**config.mk**
```make
export PLATFORM = sky130hd
export DESIGN_NAME = card_bus_decoder
export DESIGN_NICKNAME = d
export VERILOG_FILES = /design/src/rtl/cbd_pkg.sv /design/src/rtl/cbd_sync.sv /design/src/rtl/cbd_mode_ctl.sv /design/src/rtl/cbd_regfile.sv /design/src/rtl/card_bus_decoder.sv
export SDC_FILE = /design/constraint.sdc
export NUM_CORES = 1
export LEC_CHECK = 0
export CORE_ASPECT_RATIO = 0.75
export CORE_UTILIZATION = 55
export CTS_CLUSTER_SIZE = 12
export DETAILED_ROUTE_END_ITERATION = 12
export DONT_BUFFER_PORTS = 1
export GPL_TIMING_DRIVEN = 0
export HOLD_SLACK_MARGIN = 0.15
export PLACE_DENSITY = 0.7
export REMOVE_ABC_BUFFERS = 1
export SLEW_MARGIN = 30
export SYNTH_ARGS = -nofsm -noshare
export SYNTH_HDL_FRONTEND = slang
export SYNTH_SLANG_ARGS = --single-unit
```
**constraint.sdc**
```tcl
create_clock -name clk -period 3.15 [get_ports clk]
set_clock_uncertainty 0.05 [all_clocks]
set_input_delay 0.315 -clock clk [delete_from_list [all_inputs] [get_ports clk]]
set_output_delay 0.315 -clock clk [all_outputs]
set_load 0.05 [all_outputs]
```
**src/rtl/cbd_pkg.sv**
```systemverilog
package cbd_pkg;
  typedef enum logic [1:0] {
    MODE_MEM  = 2'd0,
    MODE_IO   = 2'd1,
    MODE_DISK = 2'd2
  } mode_e;

  // Order of the host control lines inside the synchronized vector
  localparam int SY_CE_LO = 0;
  localparam int SY_CE_HI = 1;
  localparam int SY_REG   = 2;
  localparam int SY_OE    = 3;
  localparam int SY_WE    = 4;
  localparam int SY_IORD  = 5;
  localparam int SY_IOWR  = 6;
  localparam int SY_W     = 7;
endpackage

```
**src/rtl/cbd_sync.sv**
```systemverilog
module cbd_sync #(
  parameter int W      = 1,
  parameter int STAGES = 2
) (
  input  logic         clk,
  input  logic [W-1:0] d,
  output logic [W-1:0] q
);
  logic [W-1:0] stg [STAGES];

  always_ff @(posedge clk) stg[0] <= d;

  for (genvar s = 1; s < STAGES; s++) begin : g_stage
    always_ff @(posedge clk) stg[s] <= stg[s-1];
  end

  assign q = stg[STAGES-1];
endmodule

```
**src/rtl/cbd_mode_ctl.sv**
```systemverilog
module cbd_mode_ctl
  import cbd_pkg::*;
(
  input  logic  clk,
  input  logic  rst,
  input  logic  strap_n,
  input  logic  cfg_wr,
  input  logic  cfg_val,
  output mode_e mode_o
);
  mode_e mode_q;

  always_ff @(posedge clk) begin
    if (rst) begin
      mode_q <= strap_n ? MODE_MEM : MODE_DISK;
    end else if (cfg_wr && mode_q != MODE_DISK) begin
      mode_q <= cfg_val ? MODE_IO : MODE_MEM;
    end
  end

  assign mode_o = mode_q;
endmodule

```
**src/rtl/cbd_regfile.sv**
```systemverilog
module cbd_regfile #(
  parameter int BYTE_W  = 8,
  parameter int TF_AW   = 3,
  parameter int ATTR_AW = 3
) (
  input  logic                clk,
  input  logic                rst,
  input  logic [TF_AW-2:0]    pair,
  input  logic                ev_wr,
  input  logic [BYTE_W-1:0]   ev_wdata,
  input  logic                od_wr,
  input  logic [BYTE_W-1:0]   od_wdata,
  input  logic                hold_lo_wr,
  input  logic                hold_hi_wr,
  input  logic [2*BYTE_W-1:0] hold_wdata,
  input  logic [ATTR_AW-1:0]  attr_idx,
  input  logic                attr_wr,
  input  logic [BYTE_W-1:0]   attr_wdata,
  input  logic                ctl_wr,
  input  logic [BYTE_W-1:0]   ctl_wdata,
  output logic [BYTE_W-1:0]   ev_rd,
  output logic [BYTE_W-1:0]   od_rd,
  output logic [2*BYTE_W-1:0] hold_rd,
  output logic [BYTE_W-1:0]   attr_rd,
  output logic [BYTE_W-1:0]   status_rd,
  output logic [BYTE_W-1:0]   ctl_rd
);
  localparam int PAIRS      = 1 << (TF_AW - 1);
  localparam int ATTR_DEPTH = 1 << ATTR_AW;

  // Even and odd byte banks: one write port each
  logic [BYTE_W-1:0] ev_mem   [PAIRS];
  logic [BYTE_W-1:0] od_mem   [PAIRS];
  logic [BYTE_W-1:0] attr_mem [ATTR_DEPTH];
  logic [2*BYTE_W-1:0] hold_q;
  logic [BYTE_W-1:0]   ctl_q;

  always_ff @(posedge clk) if (ev_wr)   ev_mem[pair]       <= ev_wdata;
  always_ff @(posedge clk) if (od_wr)   od_mem[pair]       <= od_wdata;
  always_ff @(posedge clk) if (attr_wr) attr_mem[attr_idx] <= attr_wdata;

  always_ff @(posedge clk) begin
    if (rst) begin
      hold_q <= '0;
      ctl_q  <= '0;
    end else begin
      if (hold_lo_wr) hold_q[BYTE_W-1:0]        <= hold_wdata[BYTE_W-1:0];
      if (hold_hi_wr) hold_q[2*BYTE_W-1:BYTE_W] <= hold_wdata[2*BYTE_W-1:BYTE_W];
      if (ctl_wr)     ctl_q                     <= ctl_wdata;
    end
  end

  assign ev_rd     = ev_mem[pair];
  assign od_rd     = od_mem[pair];
  assign status_rd = od_mem[PAIRS-1];
  assign attr_rd   = attr_mem[attr_idx];
  assign hold_rd   = hold_q;
  assign ctl_rd    = ctl_q;
endmodule

```
**src/rtl/card_bus_decoder.sv**
```systemverilog
module card_bus_decoder
  import cbd_pkg::*;
#(
  parameter int ADDR_W      = 11,
  parameter int BYTE_W      = 8,
  parameter int TF_AW       = 3,
  parameter int ATTR_AW     = 3,
  parameter int SYNC_STAGES = 2
) (
  input  logic                clk,
  input  logic                rst,
  input  logic [ADDR_W-1:0]   host_addr,
  input  logic                ce_lo_n,
  input  logic                ce_hi_n,
  input  logic                reg_n,
  input  logic                oe_n,
  input  logic                we_n,
  input  logic                iord_n,
  input  logic                iowr_n,
  input  logic [2*BYTE_W-1:0] host_din,
  output logic [2*BYTE_W-1:0] host_dout,
  output logic                host_doe,
  output logic                port16_n,
  output logic [1:0]          mode_o,
  output logic [BYTE_W-1:0]   ctl_byte_o
);
  localparam int DW     = 2 * BYTE_W;
  localparam int PAIR_W = TF_AW - 1;
  localparam logic [TF_AW-1:0]  ALT_IDX = TF_AW'((1 << TF_AW) - 2);
  localparam logic [BYTE_W-1:0] FILL    = '1;

  // ---------------- synchronized host controls ----------------
  logic [SY_W-1:0] raw, syn;
  assign raw = {iowr_n, iord_n, we_n, oe_n, reg_n, ce_hi_n, ce_lo_n};

  cbd_sync #(.W(SY_W), .STAGES(SYNC_STAGES)) u_sync (
    .clk (clk),
    .d   (raw),
    .q   (syn)
  );

  logic sel_lo, sel_hi, reg_s, oe_s, we_s, iord_s, iowr_s;
  assign sel_lo = ~syn[SY_CE_LO];
  assign sel_hi = ~syn[SY_CE_HI];
  assign reg_s  = syn[SY_REG];
  assign oe_s   = syn[SY_OE];
  assign we_s   = syn[SY_WE];
  assign iord_s = syn[SY_IORD];
  assign iowr_s = syn[SY_IOWR];

  logic we_prev, iowr_prev;
  always_ff @(posedge clk) begin
    if (rst) begin
      we_prev   <= 1'b1;
      iowr_prev <= 1'b1;
    end else begin
      we_prev   <= we_s;
      iowr_prev <= iowr_s;
    end
  end

  logic we_rise, iowr_rise;
  assign we_rise   = we_s & ~we_prev;
  assign iowr_rise = iowr_s & ~iowr_prev;

  // ---------------- mode ----------------
  mode_e mode;
  logic  cfg_wr;

  cbd_mode_ctl u_mode (
    .clk     (clk),
    .rst     (rst),
    .strap_n (oe_s),
    .cfg_wr  (cfg_wr),
    .cfg_val (host_din[0]),
    .mode_o  (mode)
  );

  // ---------------- address decode ----------------
  logic [TF_AW-1:0]   idx;
  logic [PAIR_W-1:0]  pair;
  logic [ATTR_AW-1:0] aidx;
  logic a0, tf_win, attr_win, is_disk;
  logic word, lo_only, hi_only, sel_ok;
  logic io_path_ok, mem_path_ok;
  logic rd_io, rd_mem, wr_io, wr_mem, rd_act, wr_any, is_attr;

  assign idx      = host_addr[TF_AW-1:0];
  assign pair     = host_addr[TF_AW-1:1];
  assign aidx     = host_addr[ATTR_AW:1];
  assign a0       = host_addr[0];
  assign tf_win   = ~|host_addr[ADDR_W-1:TF_AW];
  assign attr_win = ~|host_addr[ADDR_W-1:ATTR_AW+1];
  assign is_disk  = (mode == MODE_DISK);

  assign word    = sel_lo & sel_hi;
  assign lo_only = sel_lo & ~sel_hi;
  assign hi_only = sel_hi & ~sel_lo;
  assign sel_ok  = is_disk ? (sel_lo ^ sel_hi) : (sel_lo | sel_hi);

  assign io_path_ok  = is_disk || (mode == MODE_IO && !reg_s);
  assign mem_path_ok = !is_disk && (!reg_s || mode == MODE_MEM);

  assign rd_io  = io_path_ok && !iord_s && sel_ok && (is_disk || tf_win);
  assign rd_mem = mem_path_ok && !oe_s && sel_ok && (reg_s ? tf_win : attr_win) && !rd_io;
  assign wr_io  = io_path_ok && iowr_rise && sel_ok && (is_disk || tf_win);
  assign wr_mem = mem_path_ok && we_rise && sel_ok && (reg_s ? tf_win : attr_win) && !wr_io;

  assign rd_act  = rd_io | rd_mem;
  assign wr_any  = wr_io | wr_mem;
  assign is_attr = ((rd_mem && !rd_io) || (wr_mem && !wr_io)) && !reg_s;

  // ---------------- register file ----------------
  logic              ev_wr, od_wr, hold_lo_wr, hold_hi_wr, attr_wr, ctl_wr;
  logic [BYTE_W-1:0] ev_wdata, od_wdata;
  logic [BYTE_W-1:0] ev_rd, od_rd, attr_rd, status_rd;
  logic [DW-1:0]     hold_rd;

  cbd_regfile #(.BYTE_W(BYTE_W), .TF_AW(TF_AW), .ATTR_AW(ATTR_AW)) u_rf (
    .clk        (clk),
    .rst        (rst),
    .pair       (pair),
    .ev_wr      (ev_wr),
    .ev_wdata   (ev_wdata),
    .od_wr      (od_wr),
    .od_wdata   (od_wdata),
    .hold_lo_wr (hold_lo_wr),
    .hold_hi_wr (hold_hi_wr),
    .hold_wdata (host_din),
    .attr_idx   (aidx),
    .attr_wr    (attr_wr),
    .attr_wdata (host_din[BYTE_W-1:0]),
    .ctl_wr     (ctl_wr),
    .ctl_wdata  (host_din[BYTE_W-1:0]),
    .ev_rd      (ev_rd),
    .od_rd      (od_rd),
    .hold_rd    (hold_rd),
    .attr_rd    (attr_rd),
    .status_rd  (status_rd),
    .ctl_rd     (ctl_byte_o)
  );

  assign cfg_wr = attr_wr && (aidx == '0);

  // ---------------- write steering ----------------
  always_comb begin
    ev_wr      = 1'b0;
    od_wr      = 1'b0;
    hold_lo_wr = 1'b0;
    hold_hi_wr = 1'b0;
    attr_wr    = 1'b0;
    ctl_wr     = 1'b0;
    ev_wdata   = host_din[BYTE_W-1:0];
    od_wdata   = host_din[DW-1:BYTE_W];
    if (wr_any) begin
      if (is_attr) begin
        attr_wr = word || (lo_only && !a0);
      end else if (is_disk) begin
        if (lo_only) begin
          if (idx == '0) begin
            hold_lo_wr = 1'b1;
            hold_hi_wr = 1'b1;
          end else if (a0) begin
            od_wr    = 1'b1;
            od_wdata = host_din[BYTE_W-1:0];
          end else begin
            ev_wr = 1'b1;
          end
        end else if (idx == ALT_IDX) begin
          ctl_wr = 1'b1;
        end
      end else if (word) begin
        if (pair == '0) begin
          hold_lo_wr = 1'b1;
          hold_hi_wr = 1'b1;
        end else begin
          ev_wr = 1'b1;
          od_wr = 1'b1;
        end
      end else if (lo_only) begin
        if (idx == '0) begin
          hold_lo_wr = 1'b1;
        end else if (a0) begin
          od_wr    = 1'b1;
          od_wdata = host_din[BYTE_W-1:0];
        end else begin
          ev_wr = 1'b1;
        end
      end else if (hi_only) begin
        od_wr = 1'b1;
      end
    end
  end

  // ---------------- read steering ----------------
  logic [DW-1:0] rd_data;
  logic          p16;
  logic [BYTE_W-1:0] byte_sel;

  assign byte_sel = a0 ? od_rd : ev_rd;

  always_comb begin
    rd_data = {FILL, FILL};
    if (is_attr) begin
      if (word || (lo_only && !a0)) rd_data = {FILL, attr_rd};
    end else if (is_disk) begin
      if (lo_only) begin
        if (idx == '0) rd_data = hold_rd;
        else           rd_data = {FILL, byte_sel};
      end else if (idx == ALT_IDX) begin
        rd_data = {FILL, status_rd};
      end
    end else if (word) begin
      rd_data = (pair == '0) ? hold_rd : {od_rd, ev_rd};
    end else if (lo_only) begin
      rd_data = {FILL, (idx == '0) ? hold_rd[BYTE_W-1:0] : byte_sel};
    end else if (hi_only) begin
      rd_data = {od_rd, FILL};
    end
  end

  assign p16 = io_path_ok && sel_ok &&
               (is_disk ? (lo_only && idx == '0) : (tf_win && pair == '0));

  // ---------------- registered host outputs ----------------
  always_ff @(posedge clk) begin
    if (rst) begin
      host_dout <= '1;
      host_doe  <= 1'b0;
      port16_n  <= 1'b1;
    end else begin
      host_dout <= rd_data;
      host_doe  <= rd_act;
      port16_n  <= ~p16;
    end
  end

  assign mode_o = mode;
endmodule

```
## Word-level counts from Yosys, hierarchy flattened

Memories as Yosys holds them, arrays and structs flattened.
Cells that the tools add are included.
W data, S select, Z words.

| cells by class | value |
|---|---|
| $add $sub $neg | 0 |
| multipliers | 0 |
| divide/modulo/power cells | 0 |
| order comparisons | 0 |
| eq/ne operators | 4 |
| shift-type cells | 0 |
| mux-type cells | 67 |
| bitwise gates (word level) | 14 |
| reductions and logical operators | 47 |

Operator list:

| kind | number |
|---|---|
| $mux W16 | 8 |
| $mux W8 | 11 |
| $mux W1 | 45 |
| $logic_and A1 B1 Y1 | 26 |
| $logic_not A1 Y1 | 9 |
| $reduce_or A8 Y1 | 1 |
| $reduce_or A7 Y1 | 1 |
| $logic_not A3 Y1 | 2 |
| $mux W2 | 3 |
| $and A1 B1 Y1 | 5 |
| $logic_or A1 B1 Y1 | 5 |
| $not A1 Y1 | 5 |
| $logic_not A2 Y1 | 2 |
| $eq A3 B3 Y1 const B | 1 |
| $or A1 B1 Y1 | 3 |
| $eq A2 B1 Y1 const B | 1 |
| $eq A2 B2 Y1 const B | 1 |
| $ne A2 B2 Y1 const B | 1 |
| $reduce_bool A2 Y1 | 1 |
| $xor A1 B1 Y1 | 1 |

| storage, ports and cells | value |
|---|---|
| flip-flop bits (word level) | 46 |
| bits in latches | 0 |
| memory bits (writable) | 142 |
| bits in read-only memories | 0 |
| bits of input ports | 36 |
| output and inout bits | 28 |
| logic and storage cells | 145 |
| memories | 4 |

Memory list:

| memory | depth | width | read ports | clocked after Yosys merged registers in | write ports | line | text |
|---|---|---|---|---|---|---|---|
| u_rf.attr_mem | 8 | 8 | 1 | 0 | 1 | cbd_regfile.sv:34 | `logic [BYTE_W-1:0] attr_mem [ATTR_DEPTH];` |
| u_rf.ev_mem | 4 | 8 | 1 | 0 | 1 | cbd_regfile.sv:32 | `logic [BYTE_W-1:0] ev_mem [PAIRS];` |
| u_rf.od_mem | 4 | 8 | 2 | 0 | 1 | cbd_regfile.sv:33 | `logic [BYTE_W-1:0] od_mem [PAIRS];` |
| u_sync.stg | 2 | 7 | 2 | 0 | 2 | cbd_sync.sv:9 | `logic [W-1:0] stg [STAGES];` |

## Depth between registers and ports, before layout

An unclocked memory read counts as a cell.

| logic depth | value |
|---|---|
| depth in word-level cells | 18 |
| mapped depth | 8 |
| gate-level depth less buffers | 8 |

## Hierarchy

From an unflattened synthesis, not the netlist that was laid out.

| unflattened totals | value |
|---|---|
| cell total of the unflattened synthesis | 517 |
| area total of the unflattened synthesis | 7711.1 um^2 |

By module, submodules not included:

| module | instances | cells each | area each (um^2) | seq. area each (um^2) |
|---|---|---|---|---|
| cbd_regfile | 1 | 303 | 5755.5 | 4324.1 |
| card_bus_decoder | 1 | 187 | 1536.5 | 400.4 |
| cbd_sync | 1 | 21 | 332.8 | 280.3 |
| cbd_mode_ctl | 1 | 6 | 86.3 | 60.1 |

## Least setup slack after synthesis

No wires, ideal clock.

| timing path | value |
|---|---|
| kind | register -> register |
| start point | reg u_mode.mode_q[1] (netlist: u_mode.mode_o[1]) |
| end point | mem u_rf.od_mem[3][0] (enable) |
| library setup time | 0.370 ns |
| arrival | 2.302 ns |
| required time | 2.730 ns |
| setup slack | 0.428 ns |
| cell stages (with the launch flop) | 8 |
| clock period less this slack | 2.722 ns |
| path through | edfxtp_1 > nor2b_1 > nand2_1 > o22ai_1 > a22o_1 > clkbuf_1 > nand2_1 > nor2_1 |

| between the ends | value |
|---|---|
| cells in the longest elaborated chain, start to end | 15 |

Ends and longest elaborated chain:

| element | line | text |
|---|---|---|
| start: declaration | cbd_mode_ctl.sv:11 | `mode_e mode_q;` |
| start signal: assignment | cbd_mode_ctl.sv:15 | `mode_q <= strap_n ? MODE_MEM : MODE_DISK;` |
| start signal: assignment | cbd_mode_ctl.sv:17 | `mode_q <= cfg_val ? MODE_IO : MODE_MEM;` |
| $eq A2 B1 Y1 | card_bus_decoder.sv:101 | `assign io_path_ok = is_disk \|\| (mode == MODE_IO && !reg_s);` |
| $logic_and A1 B1 Y1 | card_bus_decoder.sv:101 |  |
| $logic_or A1 B1 Y1 | card_bus_decoder.sv:101 |  |
| $logic_and A1 B1 Y1, on equally long branches (3 in a row) | card_bus_decoder.sv:104, card_bus_decoder.sv:106 |  |
| $logic_not A1 Y1, on equally long branches | card_bus_decoder.sv:105, card_bus_decoder.sv:111, card_bus_decoder.sv:107 |  |
| $logic_and A1 B1 Y1, on equally long branches | card_bus_decoder.sv:105, card_bus_decoder.sv:107 |  |
| $logic_and A1 B1 Y1 | card_bus_decoder.sv:111 | `assign is_attr = ((rd_mem && !rd_io) \|\| (wr_mem && !wr_io)) && !reg_s;` |
| $logic_or A1 B1 Y1 | card_bus_decoder.sv:111 |  |
| $logic_and A1 B1 Y1 | card_bus_decoder.sv:111 |  |
| $mux W1 | card_bus_decoder.sv:156 | `if (is_attr) begin` |
| $mux W1 * | card_bus_decoder.sv:155 | `if (wr_any) begin` |
| $mux W1 * | cbd_regfile.sv:39 | `always_ff @(posedge clk) if (od_wr) od_mem[pair] <= od_wdata;` |
| $mux W1 (implied by the code) * | cbd_regfile.sv:39 |  |
| end: declaration | cbd_regfile.sv:33 |  |

Every way passes the cells marked *; elsewhere a longest branch is shown, timed or not.

## Final worst setup path

| timing path | value |
|---|---|
| start point | reg u_mode.mode_q[0] (netlist: u_mode.mode_o[0]) |
| end point | mem u_rf.attr_mem[0][7] (enable) |

| between the ends | value |
|---|---|
| cells in the longest elaborated chain, start to end | 15 |

Ends and longest elaborated chain:

| element | line | text |
|---|---|---|
| $eq A2 B1 Y1 | card_bus_decoder.sv:101 |  |
| $logic_and A1 B1 Y1 | card_bus_decoder.sv:101 |  |
| $logic_or A1 B1 Y1 | card_bus_decoder.sv:101 |  |
| $logic_and A1 B1 Y1, on equally long branches (3 in a row) | card_bus_decoder.sv:104, card_bus_decoder.sv:106 |  |
| $logic_not A1 Y1, on equally long branches | card_bus_decoder.sv:105, card_bus_decoder.sv:111, card_bus_decoder.sv:107 |  |
| $logic_and A1 B1 Y1, on equally long branches | card_bus_decoder.sv:105, card_bus_decoder.sv:107 |  |
| $logic_and A1 B1 Y1 | card_bus_decoder.sv:111 |  |
| $logic_or A1 B1 Y1 | card_bus_decoder.sv:111 |  |
| $logic_and A1 B1 Y1 | card_bus_decoder.sv:111 |  |
| $mux W1 | card_bus_decoder.sv:156 |  |
| $mux W1 * | card_bus_decoder.sv:155 |  |
| $mux W1 * | cbd_regfile.sv:40 | `always_ff @(posedge clk) if (attr_wr) attr_mem[attr_idx] <= attr_wdata;` |
| $mux W1 (implied by the code) * | cbd_regfile.sv:40 |  |
| end: declaration | cbd_regfile.sv:34 |  |

Marks and branches as above.

==> metrics.md <==
| Metric | Value |
|---|---|
| Start point of the critical path | `u_mode.mode_o[0]$_SDFFCE_PP0P_` |
| Die outline area | `13810 um2` |
| Layout Nets | `551` |
| Compound-gate portion of the synthesized area | `6.278%` |
| HPWL Detailed | `9933 um` |
| Root buf cell | `sky130_fd_sc_hd__clkbuf_16` |
| Startpoint of the tightest hold check path | `host_addr[0]` |
| Data arrival time at the worst-slack endpoint | `3010 ps` |
| Depth of the worst register-to-register path | `6` |
| Data required time of the critical path | `3170 ps` |
| Worst Hold Endpoint | `port16_n$_SDFF_PP1_` |
| Final cycle utilization of the critical path | `95.02%` |
| Number of rows created at floorplan | `36` |
| Proportion of layout cells with a drive suffix above 1 | `21.18%` |
| Setup tns final | `0 ps` |
| Wire length of the first global-routing pass | `24370 um` |
| Initial standard-cell utilization of the core | `56.34%` |
| Cell area power density | `583.9 nW/um2` |
| Largest net degree at the start of global routing | `48` |
| Xor and xnor fraction of the mapped netlist area | `0%` |
| Die height | `102.0 um` |
| Placer congestion estimate | `0.8589` |
| Clock buffer count from CTS | `17` |
| Start-to-end type of the worst setup path | `reg -> reg` |
| CTS H-tree lvls | `4` |
| DRT iter0 DRCs | `336` |
| Synthesized-area fraction occupied by adder cells | `0.6824%` |
| Number of global-route vias before repair | `4149` |
| Register-to-register setup slack | `160 ps` |
| Number of failing hold endpoints at the final stage | `0` |
| Number of vias per cell after detailed routing | `6.128` |
| IR drop worst, VDD | `0.0004769 V` |
| Most common cell in the netlist | `sky130_fd_sc_hd__edfxtp_1` |
| Post-synth EDFFs | `122` |
| Number of instances in the synthesized netlist | `478` |
| FF-to-FF Start | `u_mode.mode_o[0]$_SDFFCE_PP0P_` |
| Synth Area per Inst | `15.34 um2` |
| Switching part of the total | `22.50%` |
| Net switching power | `0.001117 W` |
| Simple-Gate Fraction of Synth Area | `10.20%` |
| Horizontal die dimension | `135.3 um` |
| F_max | `0.3341 GHz` |
| Average routed wire per standard cell | `23.56 um` |
| Area inside the core boundary | `13020 um2` |
| GRT overflow | `0` |
| Synthesis warning total | `0` |
| Number of max-slew violations in the final report | `0` |
| TritonCTS Sinks | `180` |
| FILL cells | `925` |
| Share of synthesized area occupied by flip-flops and latches | `65.78%` |
| Cell depth of the worst hold path | `4` |
| Leakage | `2.804 nW` |
| Classification of the worst-slack hold path | `in -> reg` |
| P_int | `0.003846 W` |
| Total routed wirelength | `16380 um` |
| Leading register cell type out of synthesis | `sky130_fd_sc_hd__edfxtp_1` |
| Final antenna diode count | `0` |
| Max Root-Sink Buffers | `2` |
| Share of the synthesized area in the top cell type | `49.95%` |
| Overall power | `0.004963 W` |
| Netlist cell types | `48` |
| Post-synthesis instance area | `7335 um2` |
| IO Count | `64` |
| Ranking of synthesized cells by area | `sky130_fd_sc_hd__edfxtp_1, sky130_fd_sc_hd__dfxtp_1, sky130_fd_sc_hd__mux4_2` |
| CTS tree | `yes` |
| Worst Max-Slew Pin Slew | `912.6 ps` |
| Number of max-capacitance violations reported | `0` |
| Number of antenna violations at the first check in global routing | `0` |
| Maximum fanout along the worst path | `8` |
| DRC viols | `0` |
| Total GRT Usage | `25.25%` |
| Post-synthesis async set-or-reset flop share | `0%` |
| Tmin final | `2993 ps` |
| CP Capture Type | `register` |
| Post-detailed-route count of antenna-violating nets | `0` |
| Power share of the sequential group | `52.7%` |
| Reg2Reg Capture Point | `u_rf.attr_mem[0][7]$_DFFE_PP_` |
| Share of cell area taken by muxes after synthesis | `15.18%` |
| I/O Buffers | `0` |
| Area grow syn2layout | `15.88%` |
| Clock Latency Late Sink | `430 ps` |
| Flip-flop and latch count after synthesis | `180` |
| Clock share of power | `41.9%` |
| Most common library cells after synthesis | `sky130_fd_sc_hd__edfxtp_1, sky130_fd_sc_hd__dfxtp_1, sky130_fd_sc_hd__nand2b_1` |
| Worst relative slew slack | `38.94%` |
| Total vias in the final route | `4259` |
| Startpoint Class | `register` |
| Cell type with the largest total area after synthesis | `sky130_fd_sc_hd__edfxtp_1` |
| Number of endpoints failing setup at the final stage | `0` |
| Status | `completed` |
| Dominant combinational cell family by area after synthesis | `multiplexers` |
| Part of the power in combinational logic | `5.4%` |
| Clock transition at path regs | `70 ps` |
| Pre-Repair DR Iteration Count | `5` |
| RSZ-0062 raised after global routing | `yes` |
## cell type report
class	instances	area, um2	share of cell area [%]
inverter	4	15.01	0.1767
sequential	180	4825	56.76
clock inverter	14	151.4	1.781
clock buffer	18	429.2	5.049
timing repair buffer	39	395.4	4.652
tap	171	214.0	2.517
multi-input combinational	269	2470	29.06
## repair_timing
action	in CTS	in global routing
gates resized for setup	18	6
hold buffers	37	0
endpoints found under the setup margin	170	49
pin swaps	1	0
endpoints found under the hold margin	168	0
setup buffers	2	0
## flip-flops by register name, summed over array words and instances (netlist names)
| register | flops |
|---|---|
| host_dout | 16 |
| host_doe | 1 |
| u_rf.od_mem | 32 |
| iowr_prev | 1 |
| u_rf.ev_mem | 24 |
| u_rf.hold_rd | 16 |
| u_rf.attr_mem | 64 |
| port16_n | 1 |
| we_prev | 1 |
| u_rf.ctl_rd | 8 |
| u_mode.mode_o | 2 |
| u_sync.stg | 14 |
## worst max path at each step
stage	to	slack [ps]	depth (start not counted)
floorplan	u_rf.od_mem[0][0]$_DFFE_PP_	-10	6
global placement	u_rf.od_mem[0][6]$_DFFE_PP_	-700	6
detailed placement	u_rf.ev_mem[1][4]$_DFFE_PP_	-790	6
CTS	u_rf.attr_mem[0][3]$_DFFE_PP_	-30	6
global route	u_rf.attr_mem[1][0]$_DFFE_PP_	-9	6
finish	u_rf.attr_mem[0][7]$_DFFE_PP_	160	6
## through the flow
stage | utilization (%) | instances | area (um2) | worst slack, ps | hold WS, ps
2_1_floorplan | - | 453 | 7212 | -14.04 | 259.6
3_3_place_gp | 57.05 | 624 | 7426 | -696.7 | 268.3
3_5_place_dp | 57.05 | 624 | 7426 | -789.5 | 262.1
4_1_cts | 65.06 | 695 | 8469 | -28.26 | 204.0
5_1_grt | 65.29 | 695 | 8499 | -9.451 | 200.9
6_report | 65.29 | 695 | 8499 | 157.0 | 219.6
## metal layers
metal / vias up / routed length (um) / track usage, %
met5: - / 0 / 0
met4: 0 / 231 / 8.902
met3: 17 / 1491 / 8.482
met2: 197 / 7470 / 38.22
met1: 2128 / 7184 / 34.30
li1: 1917 / - / -
## cells by family after synthesis
kind of cell	count (synthesis)
compound gates	71
simple gates	126
flops	180
mux	68
fa+ha+maj	4
buf+inv	29
## worst max-delay path, cell delays in order, from the launching register on
cell	delay, ps
sky130_fd_sc_hd__edfxtp_1	750
sky130_fd_sc_hd__nor4b_4	360
sky130_fd_sc_hd__nand3_2	160
sky130_fd_sc_hd__a21oi_4	240
sky130_fd_sc_hd__mux2i_1	260
sky130_fd_sc_hd__nand3b_1	260
sky130_fd_sc_hd__nor2_2	550
## power by group through the flow
stage	clock, W	combinational, W	sequential [W]
after floorplan	0	0.000149	0.00266
after global placement	0	0.000185	0.00267
after detailed placement	0	0.000189	0.00267
after CTS	0.00210	0.000262	0.00262
after global routing	0.00219	0.000283	0.00262
final	0.00208	0.000267	0.00262
## cell usage in the layout (no fill, tap or decap), types with 10 or more instances in the layout
| master | n |
|---|---|
| sky130_fd_sc_hd__nand2_1 | 22 |
| sky130_fd_sc_hd__nand4_1 | 10 |
| sky130_fd_sc_hd__a21oi_1 | 16 |
| sky130_fd_sc_hd__o22ai_1 | 16 |
| sky130_fd_sc_hd__clkbuf_16 | 17 |
| sky130_fd_sc_hd__mux4_2 | 31 |
| sky130_fd_sc_hd__edfxtp_1 | 122 |
| sky130_fd_sc_hd__o21ai_0 | 15 |
| sky130_fd_sc_hd__mux2i_1 | 25 |
| sky130_fd_sc_hd__dfxtp_1 | 58 |
| sky130_fd_sc_hd__dlygate4sd3_1 | 36 |
| sky130_fd_sc_hd__nand2b_1 | 35 |
Note: power is estimated with default switching activity, not from simulation.
